## config.mk

```make
export PLATFORM = sky130hd
export DESIGN_NAME = irsir_codec
export DESIGN_NICKNAME = d
export VERILOG_FILES = /design/src/rtl/irsir_pkg.sv /design/src/rtl/irsir_bit_phase.sv /design/src/rtl/irsir_encoder.sv /design/src/rtl/irsir_decoder.sv /design/src/rtl/irsir_codec.sv
export SDC_FILE = /design/constraint.sdc
export NUM_CORES = 1
export LEC_CHECK = 0
export BUFFER_PORTS_ARGS = -buffer_cell sky130_fd_sc_hd__buf_4
export CORE_MARGIN = 5
export CORE_UTILIZATION = 42
export DETAILED_ROUTE_END_ITERATION = 6
export SYNTH_ARGS = -nofsm -noshare
export SYNTH_HDL_FRONTEND = slang
export SYNTH_HIERARCHICAL = 1
export SYNTH_SLANG_ARGS = --single-unit
```

## constraint.sdc

```tcl
create_clock -name clk -period 2.3 [get_ports clk]
set_input_delay 0.575 -clock clk [delete_from_list [all_inputs] [get_ports clk]]
set_output_delay 0.575 -clock clk [all_outputs]
set_load 0.1 [all_outputs]
```

## src/rtl/irsir_pkg.sv

```systemverilog
// Package: shared constants and helpers for the infrared SIR codec.
// Assumes a 16x oversampling scheme; all counts are in ticks of that enable.
package irsir_pkg;

    // Default ticks per bit period.
    parameter int unsigned OSR_DEF        = 16;
    // Default first tick phase of the transmit pulse.
    parameter int unsigned PULSE_START_DEF = 7;
    // Default pulse length in ticks.
    parameter int unsigned PULSE_TICKS_DEF = 3;

    // Width of a counter that spans 0 .. osr-1.
    function automatic int unsigned phase_width(input int unsigned osr);
        return (osr > 2) ? $clog2(osr) : 1;
    endfunction

endpackage

```

## src/rtl/irsir_bit_phase.sv

```systemverilog
// Module: irsir_bit_phase
// Counts 16x ticks within the current transmit bit. A bit-start strobe taken
// on a tick loads phase 0 and latches the bit value; later ticks advance the
// phase, which saturates at OSR-1. Assumes start strobes are only meaningful
// together with tick_i. Held cleared while en_i is low.
module irsir_bit_phase #(
    parameter int unsigned OSR  = irsir_pkg::OSR_DEF,
    localparam int unsigned PH_W = irsir_pkg::phase_width(OSR)
) (
    input  logic            clk,
    input  logic            rst_n,
    input  logic            en_i,
    input  logic            tick_i,
    input  logic            start_i,
    input  logic            bit_i,
    output logic [PH_W-1:0] phase_o,
    output logic            bit_o,
    output logic            active_o
);

    localparam logic [PH_W-1:0] PH_LAST = PH_W'(OSR - 1);

    logic [PH_W-1:0] phase_q;
    logic            bit_q;
    logic            active_q;

    // Phase counter, bit latch and "a bit has begun" flag.
    always_ff @(posedge clk) begin
        if (!rst_n || !en_i) begin
            phase_q  <= '0;
            bit_q    <= 1'b1;
            active_q <= 1'b0;
        end else if (tick_i) begin
            if (start_i) begin
                phase_q  <= '0;
                bit_q    <= bit_i;
                active_q <= 1'b1;
            end else if (active_q && (phase_q != PH_LAST)) begin
                phase_q <= phase_q + 1'b1;
            end
        end
    end

    assign phase_o  = phase_q;
    assign bit_o    = bit_q;
    assign active_o = active_q;

    AST_RESTART_AT_ZERO: assert property (@(posedge clk) disable iff (!rst_n)
        (en_i && tick_i && start_i) |=> (phase_q == '0 && active_q))
        else $error("bit start did not restart phase");

    AST_OFF_CLEARS_PHASE: assert property (@(posedge clk) disable iff (!rst_n)
        (!en_i) |=> (phase_q == '0 && !active_q))
        else $error("phase not cleared while disabled");

    AST_PHASE_SATURATES: assert property (@(posedge clk) disable iff (!rst_n)
        (en_i && phase_q == PH_LAST && !start_i) |=> (phase_q == PH_LAST))
        else $error("phase moved past last tick");

endmodule

```

## src/rtl/irsir_encoder.sv

```systemverilog
// Module: irsir_encoder
// Turns the UART transmit level into short infrared pulses: a zero bit gives
// one high pulse PULSE_TICKS wide starting at phase PULSE_START; a one bit
// gives none. Idles low until the first bit of an IR session. Assumes
// PULSE_START + PULSE_TICKS <= OSR.
module irsir_encoder #(
    parameter int unsigned OSR         = irsir_pkg::OSR_DEF,
    parameter int unsigned PULSE_START = irsir_pkg::PULSE_START_DEF,
    parameter int unsigned PULSE_TICKS = irsir_pkg::PULSE_TICKS_DEF,
    localparam int unsigned PH_W       = irsir_pkg::phase_width(OSR)
) (
    input  logic clk,
    input  logic rst_n,
    input  logic en_i,
    input  logic tick_i,
    input  logic start_i,
    input  logic nrz_i,
    output logic pulse_o
);

    localparam logic [PH_W-1:0] WIN_LO = PH_W'(PULSE_START);
    localparam logic [PH_W-1:0] WIN_HI = PH_W'(PULSE_START + PULSE_TICKS - 1);

    logic [PH_W-1:0] phase;
    logic            cur_bit;
    logic            active;
    logic            in_window;

    irsir_bit_phase #(.OSR(OSR)) u_phase (
        .clk      (clk),
        .rst_n    (rst_n),
        .en_i     (en_i),
        .tick_i   (tick_i),
        .start_i  (start_i),
        .bit_i    (nrz_i),
        .phase_o  (phase),
        .bit_o    (cur_bit),
        .active_o (active)
    );

    // Phase window where the pulse may be high.
    always_comb begin
        in_window = (phase >= WIN_LO) && (phase <= WIN_HI);
    end

    // Pulse only for an active zero bit inside the window.
    always_comb begin
        pulse_o = en_i && active && !cur_bit && in_window;
    end

    AST_PULSE_ON_TICK: assert property (@(posedge clk) disable iff (!rst_n)
        $rose(pulse_o) |-> $past(tick_i))
        else $error("pulse rose without a tick");

    AST_ONE_NO_PULSE: assert property (@(posedge clk) disable iff (!rst_n)
        (en_i && tick_i && start_i && nrz_i) |=> !pulse_o)
        else $error("one bit produced a pulse");

endmodule

```

## src/rtl/irsir_decoder.sv

```systemverilog
// Module: irsir_decoder
// Rebuilds NRZ from infrared pulses. The (optionally inverted) input is
// sampled on each tick; a high sample drives the output low after that tick
// and the low is held until OSR ticks pass with no high sample. Assumes the
// line input is already synchronous to clk. Cleared while en_i is low.
module irsir_decoder #(
    parameter int unsigned OSR  = irsir_pkg::OSR_DEF,
    localparam int unsigned PH_W = irsir_pkg::phase_width(OSR)
) (
    input  logic clk,
    input  logic rst_n,
    input  logic en_i,
    input  logic tick_i,
    input  logic invert_i,
    input  logic line_i,
    output logic low_o
);

    localparam logic [PH_W-1:0] HOLD_LAST = PH_W'(OSR - 1);

    logic            seen;
    logic            low_q;
    logic [PH_W-1:0] hold_q;

    // Polarity correction ahead of detection.
    always_comb begin
        seen = line_i ^ invert_i;
    end

    // Detection latch and hold counter, stepped once per tick.
    always_ff @(posedge clk) begin
        if (!rst_n || !en_i) begin
            low_q  <= 1'b0;
            hold_q <= '0;
        end else if (tick_i) begin
            if (seen) begin
                low_q  <= 1'b1;
                hold_q <= '0;
            end else if (low_q) begin
                if (hold_q == HOLD_LAST) begin
                    low_q  <= 1'b0;
                    hold_q <= '0;
                end else begin
                    hold_q <= hold_q + 1'b1;
                end
            end
        end
    end

    assign low_o = low_q;

    AST_DETECT_NEXT: assert property (@(posedge clk) disable iff (!rst_n)
        (en_i && tick_i && (line_i ^ invert_i)) |=> low_q)
        else $error("high sample not detected");

    AST_HOLD_BETWEEN_TICKS: assert property (@(posedge clk) disable iff (!rst_n)
        (en_i && !tick_i) |=> $stable(low_q))
        else $error("output changed without a tick");

    AST_OFF_CLEARS_HOLD: assert property (@(posedge clk) disable iff (!rst_n)
        (!en_i) |=> !low_q)
        else $error("hold not cleared while disabled");

endmodule

```

## src/rtl/irsir_codec.sv

```systemverilog
// Module: irsir_codec (top)
// Infrared SIR codec between a UART and an IR transceiver. In IR mode the
// encoder and decoder are used; otherwise both directions pass straight
// through. Assumes tick16 is a one-cycle enable at 16x the bit rate and that
// tx_bit_start coincides with a tick at each bit boundary.
module irsir_codec #(
    parameter int unsigned OSR         = irsir_pkg::OSR_DEF,
    parameter int unsigned PULSE_START = irsir_pkg::PULSE_START_DEF,
    parameter int unsigned PULSE_TICKS = irsir_pkg::PULSE_TICKS_DEF
) (
    input  logic clk,
    input  logic rst_n,
    input  logic tick16,
    input  logic ir_en,
    input  logic rx_invert,
    input  logic tx_bit_start,
    input  logic tx_nrz,
    output logic tx_out,
    input  logic rx_in,
    output logic rx_nrz
);

    logic ir_pulse;
    logic rx_low;

    irsir_encoder #(
        .OSR         (OSR),
        .PULSE_START (PULSE_START),
        .PULSE_TICKS (PULSE_TICKS)
    ) u_enc (
        .clk     (clk),
        .rst_n   (rst_n),
        .en_i    (ir_en),
        .tick_i  (tick16),
        .start_i (tx_bit_start),
        .nrz_i   (tx_nrz),
        .pulse_o (ir_pulse)
    );

    irsir_decoder #(.OSR(OSR)) u_dec (
        .clk      (clk),
        .rst_n    (rst_n),
        .en_i     (ir_en),
        .tick_i   (tick16),
        .invert_i (rx_invert),
        .line_i   (rx_in),
        .low_o    (rx_low)
    );

    // Mode select for both directions.
    always_comb begin
        tx_out = ir_en ? ir_pulse : tx_nrz;
        rx_nrz = ir_en ? !rx_low  : rx_in;
    end

    AST_IR_TX_IDLE_AFTER_START: assert property (@(posedge clk) disable iff (!rst_n)
        (ir_en && $past(ir_en) && $past(tick16) && $past(tx_bit_start)) |-> !tx_out)
        else $error("pulse high right after a bit start");

endmodule

```

# --- Yosys cells after proc, flatten, opt, wreduce, memory -nomap -nowiden ---
# Index checks and enable logic that the tools add are counted.
word_totals:
  elab_cells: 37
  regBits: 11
  output_inout_bits: 2
  inputBits: 8
op_classes:
  n_eq_ne: 2
  n_reduce_logical: 15
  n_lt_le_gt_ge: 2
  muxes: 10
  n_addsub: 2
  n_bitwise: 1
ops:
  columns: ["operator", "count"]
  rows:
  - ["4-bit two-way mux", 5]
  - ["4-bit by 1-bit adder with 4-bit output, second input constant", 2]
  - ["2-bit AND reduction", 3]
  - ["1-bit logical AND", 5]
  - ["1-bit two-way mux", 5]
  - ["4-bit equality test, second input constant", 1]
  - ["4-bit by 3-bit greater-or-equal comparator with 1-bit output, second input constant", 1]
  - ["4-bit <= comparator, second input constant", 1]
  - ["1-bit zero test", 4]
  - ["4-bit != test, second input constant", 1]
  - ["2-bit nonzero test", 2]
  - ["1-bit logical OR", 1]
  - ["1-bit bitwise XOR", 1]

# --- Depth between registers and ports, before layout ---
# Gate-level depths: netlist of the first run.
logic_depth:
  depth_word: 4
  depth_mapped: 5
  ltp_nobuf: 5

# --- Hierarchy ---
# The synthesis of the first run kept the hierarchy.
modules_own_cells:
  columns: ["module", "area_each_um2", "cells_per_inst", "seq_area_each_um2", "n_inst"]
  rows:
  - ["irsir_bit_phase", 287.8, 32, 120.1, 1]
  - ["irsir_decoder", 250.2, 31, 100.1, 1]
  - ["irsir_encoder", 33.8, 4, 0.0, 1]
  - ["irsir_codec", 23.8, 3, 0.0, 1]

# --- Least setup slack after synthesis of the first run ---
# OpenSTA, ideal clock, no wires.
synth_path:
  path_type: "in2out"
  startpoint: "in ir_en"
  endpoint: "out rx_nrz"
  stages: 2
  arrival_ps: 2064
  required_ps: 1725
  setup_slack_ps: -339
  n_path_buf: 0
  path_cell_list: "nor2_1 -> a21oi_1"
synth_between:
  elab_chain_cells: 1
synth_lines:
  columns: ["element", "line", "rtl"]
  rows:
  - ["start, declared", "irsir_codec.sv:14", "input logic ir_en,"]
  - ["1-bit two-way mux", "irsir_codec.sv:53", "rx_nrz = ir_en ? !rx_low : rx_in;"]
  - ["end, declared", "irsir_codec.sv:20", "output logic rx_nrz"]
# Every way passes these cells.

# --- Worst setup path after layout of the first run ---
layout_path:
  startpoint: "reg u_enc.u_phase.phase_q[2], in the netlist u_enc/u_phase/phase_o[2]"
  endpoint: "out tx_out"
layout_between:
  elab_chain_cells: 4
  elab_cells_between_ends: 5
  classes_between: "order compare (2); mux (1); reduce/logical (2)"
layout_lines:
  columns: ["element", "line", "rtl"]
  rows:
  - ["start, declared", "irsir_bit_phase.sv:23", "logic [PH_W-1:0] phase_q;"]
  - ["start signal, assigned", "irsir_bit_phase.sv:39", "phase_q <= phase_q + 1'b1;"]
  - ["4-bit by 3-bit greater-or-equal comparator with 1-bit output / 4-bit <= comparator (equally long branches)", "irsir_encoder.sv:43", "in_window = (phase >= WIN_LO) && (phase <= WIN_HI);"]
  - ["1-bit logical AND (*)", "irsir_encoder.sv:43", null]
  - ["1-bit logical AND (*)", "irsir_encoder.sv:48", "pulse_o = en_i && active && !cur_bit && in_window;"]
  - ["net ir_pulse", "irsir_codec.sv:23", "logic ir_pulse;"]
  - ["1-bit two-way mux (*)", "irsir_codec.sv:52", "tx_out = ir_en ? ir_pulse : tx_nrz;"]
  - ["end, declared", "irsir_codec.sv:18", "output logic tx_out,"]
# Mark *: on every way through the listed nets, which the timed path passes. The rest lies on a longest branch.

==> results_dict.tcl, run 1 <==
set metrics [dict create \
    tightest_slew_ps 443 \
    relSlewSlack_pct 70.3 \
    skew_ps 1.20 \
    grt_usage_pct 13.8 \
    syn-num-nets 80 \
    grt_max_degree 13 \
    synth.distinct_cells 29 \
    hold_violations 0 \
    antenna_found_initial 0 \
    cts_tree "done" \
    setup_viol 0 \
    cts-root-buf "clkbuf_4" \
    area_delta_synth_final_pct 20.8 \
    place_ws_ps 310 \
    max_cap_violations 0 \
    fin_cells 98 \
    setup_tns_ps 0 \
    grt_pass1_wl_um 2220 \
    max_stage_delay_ps 400 \
    post_cts_buffers 0 \
    die_w_um 47.7 \
    ys_warn_count 6 \
    route.vias.total 584 \
    final_nets 94 \
    grt.met2_usage_pct 19.0 \
    cp.required_ps 1730 \
    syn_area_sq_um 596 \
    ys_seq_elements 11 \
    period_share_pct 95.6 \
    start_kind "register" \
    p_total_mw 0.384 \
    avgSynthCellArea_sq_um 8.51 \
    reg2reg_setup_slack_ps 890 \
    routed_wirelength_um 1280 \
    gr-usage-met1_pct 19.6 \
    final_max_slew_viol_count 0 \
    dr.first_iter.drc_count 30 \
    rsz0062_at_grt "no" \
    final_cell_mix "nand2_1 (12), dfxtp_1 (11), buf_4 (8)" \
    top_usage_layer "met1" \
    dp_hpwl_um 967 \
    routed_via_density 5.96 \
    final_core_util_pct 54.6 \
    cts_sinks 11 \
    status "finished, final reports clean" \
    io_pins 10 \
    coreArea_sq_um 1320 \
    cellLeakagePower_nw 0.275 \
    antenna_cells 0 \
    postSynthCellCount 70 \
    start_util_pct 45.2 \
    die_area_sq_um 2270 \
    path_class "register to output port" \
    clock_path_buffers 2 \
    drive_gt1_share_pct 19.3 \
    layout_commonest_cell "nand2_1" \
    slowest_stage "or3b_1" \
    die_y_um 47.7 \
    finalCriticalPeriod_ps 2200 \
    whs_ps 485 \
    drc 0 \
    place_area_sq_um 686 \
    cp.arrival_ps 1620 \
    dp.cells 94 \
    final.setup.worst_slack_ps 102 \
    finalInstanceArea_sq_um 719 \
    crit_path_end_kind "output port" \
    fmax_mhz 455 \
    clk_latency_ps 260 \
    clk_pin_slew_ps 70 \
    first_global_vias 508 \
    hold_class "register to register" \
    crit_fanout 6 \
    firstDrtPassIters 4 \
    io_buffers 9 \
    numCtsBuffers 3 \
    wl_per_cell_um 13.1 \
    grt.met3_usage_pct 4.89 \
    ctsHtreeMaxLevel 1 \
    ant_nets 0 \
    row_count 13 \
    place_congestion 0.796 \
    crit_chain "or3b_1 -> a211oi_2 -> mux2_4 -> buf_8" \
    synth-seq-area-share_pct 37.0 \
    peakVddDrop_mv 0.258 \
    p_per_area_nw_per_um2 534 \
    gr-total-overflow 0 \
]
flip-flops by register name, summed over array words and instances, names as in the netlist:
register / count
u_enc/u_phase/bit_o: 1
u_enc/u_phase/phase_o: 4
u_dec/low_o: 1
u_dec/hold_q: 4
u_enc/u_phase/active_o: 1
where the power goes:
part	switching (mW)	total (mW)	leakage, nW	internal [mW]
combinational	0.0384	0.0601	0.171	0.0217
clock	0.0617	0.129	0.0150	0.0669
sequential	0.00284	0.195	0.0889	0.192
total	0.103	0.384	0.275	0.281
cell type report:
type	instances	area [sq um]
fill	135	598
multi-input combinational	57	372
sequential	11	220
timing repair buffer	9	75.1
clock buffer	4	26.3
tap	15	18.8
inverter	2	7.51
routing by layer:
layer  share of wire [%]  wire (um)  vias to the layer above
met4                   0          0                        0
met1                  53        686                      278
li1                    -          -                      291
met3                 5.9         76                        0
met2                  41        520                       15
met5                   0          0                        -
cell usage after synthesis:
cell	n	area (sq um)
and2_1	1	6.26
nand3_1	5	25.0
or3_1	1	6.26
o22ai_1	1	6.26
or4_1	2	15.0
mux2_4	1	15.0
or3b_1	1	8.76
ha_1	2	25.0
nand2_1	12	45.0
and3_1	1	6.26
nor3_1	2	10.0
nand3_2	1	10.0
a211oi_1	1	7.51
xor2_1	1	8.76
inv_1	2	7.51
nand4b_1	1	8.76
a21oi_1	4	20.0
o2111a_1	1	11.3
a22oi_1	1	7.51
a211oi_2	1	12.5
nor2_1	4	15.0
nand4_1	1	6.26
mux2i_1	2	20.0
nand3b_1	2	15.0
a31oi_1	3	18.8
a22o_1	2	17.5
dfxtp_1	11	220
o21ai_0	2	10.0
a41o_1	1	10.0
logic make-up after synthesis:
| family | share of synthesized area, % |
|---|---|
| simple gates | 29.8 |
| compound gates | 20.4 |
| flops | 37.0 |
| mux | 5.88 |
| buf+inv | 1.26 |
| fa+ha+maj | 4.20 |
| xor+xnor | 1.47 |
repair_timing:
item / 4_1_cts / 5_1_grt
hold buffers: 0 / 0
endpoints found under the setup margin: 0 / 1
resized for setup: 0 / 2
critical path: cells and delay by family, from the launching register on:
kind / cells / cell delay, ps
AOI/OAI and AO/OA: 1 / 220
buffers and inverters: 1 / 190
DFF: 1 / 360
muxes: 1 / 180
and+or+nand+nor: 1 / 400
worst paths after layout:
| path | start | endpoint | depth (start not counted) |
|---|---|---|---|
| max | u_enc/u_phase/phase_o[2] | tx_out | 4 |
| min | u_enc/u_phase/bit_o | u_enc/u_phase/bit_o | 2 |
| max reg2reg | u_enc/u_phase/phase_o[0] | u_enc/u_phase/phase_o[3] | 3 |
| min reg2reg | u_enc/u_phase/bit_o | u_enc/u_phase/bit_o | 2 |
(Power assumes the default switching activity.)
==> run 2, diff against run 1 <==
ABC_AREA = 1   (was not set)
CTS_BUF_LIST = sky130_fd_sc_hd__clkbuf_8 sky130_fd_sc_hd__clkbuf_16   (was not set)
==> run 2 against run 1 <==
Effect of this change: fmax rose by 15%; first-iteration DRC count fell by 77%; via count rose by 14%; sequential power barely moved; critical path type is now input port to output port; largest cell class unchanged.
==> results_dict.tcl, run 2 <==
set metrics [dict create \
    status "finished, final reports clean" \
    dp_hpwl_um 1120 \
    io_pins 10 \
    row_count 14 \
    antenna_cells 0 \
    routed_via_density 4.88 \
    die_y_um 50.4 \
    grt.met3_usage_pct 6.21 \
    coreArea_sq_um 1520 \
    grt_max_degree 8 \
    grt.met2_usage_pct 20.1 \
    relSlewSlack_pct 81.5 \
    synthTopCellsByCount "nand2_1 (32), inv_1 (16), nand3_1 (12)" \
    slowest_stage "buf_4" \
    cts_tree "done" \
    netlist.area_leader.share_pct 32.1 \
    wl_per_cell_um 10.1 \
    synth-async-reset-ratio_pct 0 \
    worst-path-stages 8 \
    grt_pass1_wl_um 2430 \
    post_cts_buffers 0 \
    period_share_pct 83.2 \
    worst_path_dominant_cell_family "buffers and inverters" \
    hold-path-cell-count 2 \
    die_w_um 50.4 \
    cts-root-buf "clkbuf_8" \
    clk_pin_slew_ps 50 \
    ys_seq_elements 11 \
    firstDrtPassIters 4 \
    top_usage_layer "met2" \
    hold_class "register to register" \
    synth_most_common_cell "nand2_1" \
    layout_commonest_cell "nand2_1" \
    place_area_sq_um 773 \
    io_buffers 9 \
    ctsHtreeMaxLevel 1 \
    finalCriticalPeriod_ps 1910 \
    ys_top_cells_by_area "dfxtp_1 (32%), nand2_1 (18%), nand3_1 (8.8%), inv_1 (8.8%), nor2_1 (4.9%)" \
    cts-hold-fix-buffers 0 \
    synth-seq-area-share_pct 32.1 \
    hold_violations 0 \
    ys_warn_count 6 \
    cp_num_buf_inv 2 \
    dr.first_iter.drc_count 7 \
    cp.required_ps 1730 \
    finalInstanceArea_sq_um 818 \
    final_cell_mix "nand2_1 (32), inv_1 (17), nand3_1 (12)" \
    skew_ps 3.71 \
    synth.distinct_cells 19 \
    first_global_vias 615 \
    crit_top_cell "nand2_1" \
    crit_fanout 6 \
    syn_area_sq_um 686 \
    rsz0062_at_grt "no" \
    p_per_area_nw_per_um2 555 \
    cellLeakagePower_nw 0.384 \
    gr-total-overflow 0 \
    fmax_mhz 523 \
    crit_chain "buf_4 -> nand2_1 -> nor2_1 -> nand2_1 -> nor2_1 -> nand2_1 -> nand2_1 -> buf_4" \
    cts_sinks 11 \
    die_area_sq_um 2540 \
    max_stage_delay_ps 280 \
    postSynthCellCount 108 \
    synth_edf_count 0 \
    ant_nets 0 \
    numCtsBuffers 3 \
    reg2reg_depth 6 \
    start_kind "input port" \
    clock_path_buffers 2 \
    routed_wirelength_um 1380 \
    clk_latency_ps 240 \
    syn-num-nets 118 \
    area_delta_synth_final_pct 19.3 \
    start_util_pct 45.0 \
    setup_viol 0 \
    final_max_slew_viol_count 0 \
    max_cap_violations 0 \
    cts_resized 0 \
    route.vias.total 668 \
    peakVddDrop_mv 0.281 \
    synth_flop_cell "dfxtp_1" \
    avgSynthCellArea_sq_um 6.35 \
    cp.arrival_ps 1340 \
    path_class "input port to output port" \
    drc 0 \
    final_nets 132 \
    antenna_found_initial 0 \
    tightest_slew_ps 279 \
    place_congestion 0.887 \
    gr-usage-met1_pct 13.7 \
    setup_tns_ps 0 \
    drive_gt1_share_pct 21.5 \
    whs_ps 481 \
    grt_usage_pct 12.1 \
    synth_top_area_cell "dfxtp_1" \
    crit_path_end_kind "output port" \
]
## run 2: routing by layer
metal / up-vias / wire length (um)
li1: 364 / -
met1: 298 / 614
met2: 6 / 708
met3: 0 / 59
met4: 0 / 0
met5: - / 0
## run 2: cell families (layout without fill, tap and decap cells)
family                     after synthesis  count (layout)  synth area share (%)
buffers and inverters                   20              33                  11.1
and+or+nand+nor                         64              64                  43.1
DFF                                     11              11                  32.1
AOI/OAI and AO/OA                       11              11                  10.0
adders and majority gates                2               2                  3.65
## run 2: worst min-delay path, delay by kind of cell, from the launching register on
kind / cells / cell delay, ps
flops: 1 / 330
simple gates: 2 / 110
## run 2: power breakdown
group | switching [mW] | internal [mW]
sequential | 0.00202 | 0.193
combinational | 0.0470 | 0.0216
clock | 0.0731 | 0.117
## run 2: layout make-up
type	count	area (sq um)
fill	157	706
multi-input combinational	77	389
sequential	11	220
inverter	20	76.3
timing repair buffer	9	67.6
clock buffer	3	41.3
tap	16	20.0
clock inverter	1	3.75
## run 2: final timing paths
check                           slack [ps]                      from                       end
worst max-delay path                   390                     ir_en                    tx_out
worst min-delay path                   480       u_enc/u_phase/bit_o       u_enc/u_phase/bit_o
worst max register to register        1130  u_enc/u_phase/phase_o[0]  u_enc/u_phase/phase_o[0]
worst min register to register         480       u_enc/u_phase/bit_o       u_enc/u_phase/bit_o
## run 2: stage by stage
stage	util [%]	power [mW]	instances	worst slack, ps
floorplan	-	0.244	108	223
global placement	50.7	0.268	133	402
detailed placement	50.7	0.268	133	377
CTS	53.7	0.461	137	374
global route	53.7	0.476	137	254
finish	53.7	0.454	137	387
